File: src/rtl/pwmx_pkg.sv
package pwmx_pkg;

    localparam int REG_W = 32;

    // Word select taken from byte address bits 3:2
    localparam logic [1:0] SEL_CNT  = 2'd0;
    localparam logic [1:0] SEL_PER  = 2'd1;
    localparam logic [1:0] SEL_DUTY = 2'd2;
    localparam logic [1:0] SEL_CTRL = 2'd3;

    // Control field positions
    localparam int B_EN       = 0;
    localparam int B_MODE     = 1;
    localparam int B_DUTY_HI  = 3;
    localparam int B_IDLE_HI  = 4;
    localparam int B_LEFT     = 5;
    localparam int B_LOCK     = 6;
    localparam int B_LP_OFF   = 8;

    typedef enum logic [1:0] {
        MODE_STOP  = 2'b00,
        MODE_CONT  = 2'b01,
        MODE_RSV_A = 2'b10,
        MODE_RSV_B = 2'b11
    } pwm_mode_e;

    typedef struct packed {
        logic      lp_off;
        logic      lock;
        logic      left;
        logic      idle_hi;
        logic      duty_hi;
        pwm_mode_e mode;
        logic      en;
    } ctrl_t;

    typedef struct packed {
        logic [REG_W-1:0] period;
        logic [REG_W-1:0] duty;
        logic             duty_hi;
        logic             idle_hi;
    } pwm_set_t;

    localparam ctrl_t CTRL_RESET = '{lp_off: 1'b0, lock: 1'b0, left: 1'b0,
                                     idle_hi: 1'b1, duty_hi: 1'b1,
                                     mode: MODE_STOP, en: 1'b0};

    localparam pwm_set_t SET_RESET = '{period: '0, duty: '0,
                                       duty_hi: 1'b1, idle_hi: 1'b1};

    function automatic logic [REG_W-1:0] ctrl_to_word(input ctrl_t c);
        logic [REG_W-1:0] w;
        w = '0;
        w[B_EN]        = c.en;
        w[B_MODE +: 2] = c.mode;
        w[B_DUTY_HI]   = c.duty_hi;
        w[B_IDLE_HI]   = c.idle_hi;
        w[B_LEFT]      = c.left;
        w[B_LOCK]      = c.lock;
        w[B_LP_OFF]    = c.lp_off;
        return w;
    endfunction

    function automatic ctrl_t word_to_ctrl(input logic [REG_W-1:0] w);
        ctrl_t c;
        c.en      = w[B_EN];
        c.mode    = pwm_mode_e'(w[B_MODE +: 2]);
        c.duty_hi = w[B_DUTY_HI];
        c.idle_hi = w[B_IDLE_HI];
        c.left    = w[B_LEFT];
        c.lock    = w[B_LOCK];
        c.lp_off  = w[B_LP_OFF];
        return c;
    endfunction

endpackage

File: src/rtl/pwmx_regs.sv
module pwmx_regs
    import pwmx_pkg::*;
#(
    parameter int ADDR_W = 4
) (
    input  logic                clk,
    input  logic                rst,
    input  logic                wr_en,
    input  logic [ADDR_W-1:0]   addr,
    input  logic [REG_W-1:0]    wdata,
    input  logic [REG_W-1:0]    live_cnt,
    output logic [REG_W-1:0]    rdata,
    output pwm_set_t            staged,
    output logic                lock,
    output logic                run
);
    localparam int SEL_LSB = 2;

    logic             in_range;
    logic [1:0]       sel;
    ctrl_t            ctrl_q;
    logic [REG_W-1:0] per_q;
    logic [REG_W-1:0] duty_q;

    assign sel = addr[SEL_LSB +: 2];

    generate
        if (ADDR_W > SEL_LSB + 2) begin : g_full_decode
            assign in_range = (addr[ADDR_W-1:SEL_LSB+2] == '0) &&
                              (addr[SEL_LSB-1:0] == '0);
        end else begin : g_min_decode
            assign in_range = (addr[SEL_LSB-1:0] == '0);
        end
    endgenerate

    always_ff @(posedge clk) begin
        if (rst) begin
            ctrl_q <= CTRL_RESET;
            per_q  <= '0;
            duty_q <= '0;
        end else if (wr_en && in_range) begin
            case (sel)
                SEL_PER:  per_q  <= wdata;
                SEL_DUTY: duty_q <= wdata;
                SEL_CTRL: ctrl_q <= word_to_ctrl(wdata);
                default:  ;
            endcase
        end
    end

    always_comb begin
        rdata = '0;
        if (in_range) begin
            case (sel)
                SEL_CNT:  rdata = live_cnt;
                SEL_PER:  rdata = per_q;
                SEL_DUTY: rdata = duty_q;
                default:  rdata = ctrl_to_word(ctrl_q);
            endcase
        end
    end

    assign staged = '{period: per_q, duty: duty_q,
                      duty_hi: ctrl_q.duty_hi, idle_hi: ctrl_q.idle_hi};
    assign lock   = ctrl_q.lock;
    assign run    = ctrl_q.en && (ctrl_q.mode == MODE_CONT);

endmodule

File: src/rtl/pwmx_core.sv
module pwmx_core
    import pwmx_pkg::*;
(
    input  logic             clk,
    input  logic             rst,
    input  logic             run,
    input  logic             lock,
    input  pwm_set_t         staged,
    output logic [REG_W-1:0] cnt,
    output pwm_set_t         active,
    output logic             pwm_out
);
    logic last_cycle;
    logic in_duty;

    // Final count of the period; a zero period makes every cycle a boundary
    assign last_cycle = (active.period == '0) ||
                        (cnt >= active.period - 1'b1);

    always_ff @(posedge clk) begin
        if (rst) begin
            cnt    <= '0;
            active <= SET_RESET;
        end else begin
            if (!run || last_cycle) cnt <= '0;
            else                    cnt <= cnt + 1'b1;
            if (run && last_cycle && !lock) active <= staged;
        end
    end

    assign in_duty = run && (active.period != '0) && (cnt < active.duty);
    assign pwm_out = in_duty ? active.duty_hi : active.idle_hi;

endmodule

File: src/rtl/pwm_lockshadow.sv
module pwm_lockshadow
    import pwmx_pkg::*;
#(
    parameter int ADDR_W = 4
) (
    input  logic              clk,
    input  logic              rst,
    input  logic              bus_wr,
    input  logic [ADDR_W-1:0] bus_addr,
    input  logic [REG_W-1:0]  bus_wdata,
    output logic [REG_W-1:0]  bus_rdata,
    output logic              pwm_out
);
    logic             run;
    logic             lock;
    logic [REG_W-1:0] cnt;
    pwm_set_t         staged;
    pwm_set_t         active;

    pwmx_regs #(.ADDR_W(ADDR_W)) u_regs (
        .clk      (clk),
        .rst      (rst),
        .wr_en    (bus_wr),
        .addr     (bus_addr),
        .wdata    (bus_wdata),
        .live_cnt (cnt),
        .rdata    (bus_rdata),
        .staged   (staged),
        .lock     (lock),
        .run      (run)
    );

    pwmx_core u_core (
        .clk     (clk),
        .rst     (rst),
        .run     (run),
        .lock    (lock),
        .staged  (staged),
        .cnt     (cnt),
        .active  (active),
        .pwm_out (pwm_out)
    );

endmodule

File: config.mk
export PLATFORM = sky130hd
export DESIGN_NAME = pwm_lockshadow
export DESIGN_NICKNAME = d
export VERILOG_FILES = /design/src/rtl/pwmx_pkg.sv /design/src/rtl/pwmx_regs.sv /design/src/rtl/pwmx_core.sv /design/src/rtl/pwm_lockshadow.sv
export SDC_FILE = /design/constraint.sdc
export NUM_CORES = 1
export LEC_CHECK = 0
export BUFFER_PORTS_ARGS = -buffer_cell sky130_fd_sc_hd__buf_2
export CORE_UTILIZATION = 62
export CTS_BUF_LIST = sky130_fd_sc_hd__clkbuf_8
export CTS_CLUSTER_SIZE = 40
export DETAILED_ROUTE_END_ITERATION = 12
export GPL_ROUTABILITY_DRIVEN = 0
export MAX_ROUTING_LAYER = met4
export PLACE_DENSITY = 0.8
export SLEW_MARGIN = 20
export SYNTH_ARGS = -nofsm -noshare
export SYNTH_HDL_FRONTEND = slang
export SYNTH_SLANG_ARGS = --single-unit
export TNS_END_PERCENT = 30
File: constraint.sdc
create_clock -name clk -period 5.4 [get_ports clk]
set_input_delay 1.08 -clock clk [delete_from_list [all_inputs] [get_ports clk]]
set_output_delay 1.08 -clock clk [all_outputs]
set_load 0.02 [all_outputs]
==> flow_summary.ini <==
[grt]
antenna_found_initial = 0
globalRoute.totalOverflow = 0
grt_pass1_wl_um = 34700
grt_use_total_pct = 31.6
grt_max_degree = 75
grt_pass1_vias = 6844

[critical_path]
worstPathCellList = nor4_1 -> nand2b_1 -> nor3_1 -> nand3b_1 -> nor2_1 -> nand2_1 -> xor2_1 -> ha_1 -> a21o_1 -> a21o_1 -> a211o_1 -> or4_1 -> or3_2 -> nor2_1
endpoint_kind = flip-flop
crit_slowest_cell = or3_2
arrival_ns = 5.05
crit_type = flip-flop to flip-flop
cpPeakStageDelay_ns = 0.76
critPathMaxFanout = 32
start_kind = flip-flop
cp.required_ns = 5.81

[synth]
synth_top_area_share_pct = 39.0
synth_edf_count = 0
synth_top_area_cell = dfxtp_1
synth.most_common_cell = dfxtp_1
ys.flop_type = dfxtp_1
ys_types = 45
synth_common_cells = dfxtp_1, nand2_1, nor2_1, a21oi_1, ha_1
synthCells = 1029
syn_area_um2 = 8720
syn_area_per_cell_um2 = 8.47
yosys_warnings = 0
syn-num-nets = 1133
async_flop_share_pct = 0
ys_top_cells_by_area = dfxtp_1, ha_1, nand2_1, a22o_1, a21oi_1
ys_seq_elements = 170
ys_seq_area_share_pct = 39.0

[timing]
setup_tns_ns = 0
relSlewSlack_pct = 41.2
slew_violations = 0
hold_viol_final = 0
tightest_slew_ns = 0.881
min_period_ns = 4.64
worst_clock_skew_ns = 0.0126
setup-violations-final = 0
period_share_pct = 85.9
fmax_ghz = 0.216
rsz0062_at_grt = no

[status]
status = completed

[drt]
first_pass_iters = 5
route.detailed.drc = 0
first_iter_violations = 486
ant_nets = 0
dr_total_vias = 7463
drt-wirelength-per-cell_um = 16.9
viasPerCell = 5.93
routed_wl_um = 21300

[die]
start_util_pct = 64.8
rows = 42
pin_count = 72
core-area_um2 = 13500
die_w_um = 121
fp.dieArea_um2 = 14500
die_h_um = 121

[layout]
final.fill_count = 1094
n_antenna_cell = 0
syn_to_final_growth_pct = 9.96
final_util_pct = 71.3
nets = 1176
instances_no_fill = 1259
drive_above_1_share_pct = 12.1

[job]
maxCapViolCount = 0

[clock_network]
cts_sinks = 170
clockBufferDepth = 2
holdBufCountCts = 0
h-tree-depth = 4
post_cts_buffers = 0
cts-buffers-inserted = 17
clock_latency_ns = 0.48
cts.clk_slew.worst_paths_ns = 0.09
cts_root_buf = clkbuf_8
cts_tree = done
cts_resized = 0

[placed_design]
dp.cells = 1229
hpwl_um = 14700
port_buffers = 71

[power]
power_uw = 2400
powerDensity_nw_per_um2 = 250
irDropWorstVdd_mv = 0.208
power_leakage_uw = 0.00412

[worst_hold_path]
worstHoldPathType = flip-flop to flip-flop
report_power, final:
part	switching [µW]	total (µW)	internal, µW	leakage (µW)
logic	63.0	93.0	30.0	0.00252
registers	6.07	1270	1260	0.00137
clock network	469	1040	571	0.000228
layout make-up:
cell class | count | area [µm²] | share of cell area [%]
flip-flops and latches | 170 | 3400 | 35.5
multi-input cells | 759 | 4910 | 51.2
clock inverters | 11 | 194 | 2.02
inverters | 42 | 158 | 1.64
well taps | 176 | 220 | 2.30
clock buffers | 19 | 262 | 2.73
repair buffers | 82 | 438 | 4.57
layer usage:
| metal | vias to the layer above | part of all wire [%] | track usage [%] |
|---|---|---|---|
| met5 | - | 0 | - |
| met4 | 0 | 1.3 | 7.87 |
| met2 | 237 | 46 | 50.0 |
| met3 | 29 | 5.9 | 7.36 |
| met1 | 3545 | 47 | 40.8 |
| li1 | 3652 | - | - |
registers in the layout, summed over array words and instances (netlist names):
signal and count:
u_core.active 66, u_core.cnt 32, u_regs.ctrl_q 5, u_regs.duty_q 32, u_regs.lock 1, u_regs.per_q 32, u_regs.staged 2
through the flow:
step                      cell area (µm²)  setup WS, ns  hold slack, ns
after floorplan                      8720          1.32           0.440
after global placement               9130         0.845           0.452
after detailed placement             9130         0.675           0.453
after CTS                            9580         0.616           0.470
after global routing                 9590         0.456           0.490
final                                9590         0.761           0.473
critical path, delay by kind of cell, from the launching register on:
| kind | cells | cell delay [ns] |
|---|---|---|
| and+or+nand+nor | 9 | 3.11 |
| AOI/OAI and AO/OA | 3 | 0.63 |
| DFF | 1 | 0.37 |
| adders and majority gates | 1 | 0.29 |
| xor gates and xnor gates | 1 | 0.16 |
kinds of logic after synthesis:
kind of cell	share of synthesized area, %
buffers and inverters	4.82
multiplexers	5.63
AO/OA/AOI/OAI	15.6
XOR/XNOR	5.93
adder cells (fa/ha/maj)	9.33
flip-flops	39.0
AND/OR/NAND/NOR	19.7
layout by cell type (no fill, tap or decap), types with 19 or more instances in the layout:
cell type | Yosys | final
a21oi_1 | 109 | 108
a22o_1 | 64 | 64
xor2_1 | 33 | 33
clkbuf_8 | 0 | 19
buf_2 | 9 | 71
inv_1 | 42 | 42
nand2_1 | 167 | 167
dfxtp_1 | 170 | 170
mux2i_1 | 31 | 31
xnor2_1 | 26 | 26
ha_1 | 65 | 65
nor2_1 | 121 | 120
worst paths after layout:
check        cells past startpoint          endpoint               from  slack [ns]
max reg2reg                     14    u_core.cnt[11]  u_core.active[40]        0.76
max                             14    u_core.cnt[11]  u_core.active[40]        0.76
min                              2  u_core.active[1]   u_core.active[1]        0.47
min reg2reg                      2  u_core.active[1]   u_core.active[1]        0.47
No activity file was read; power rests on OpenSTA's default activity.
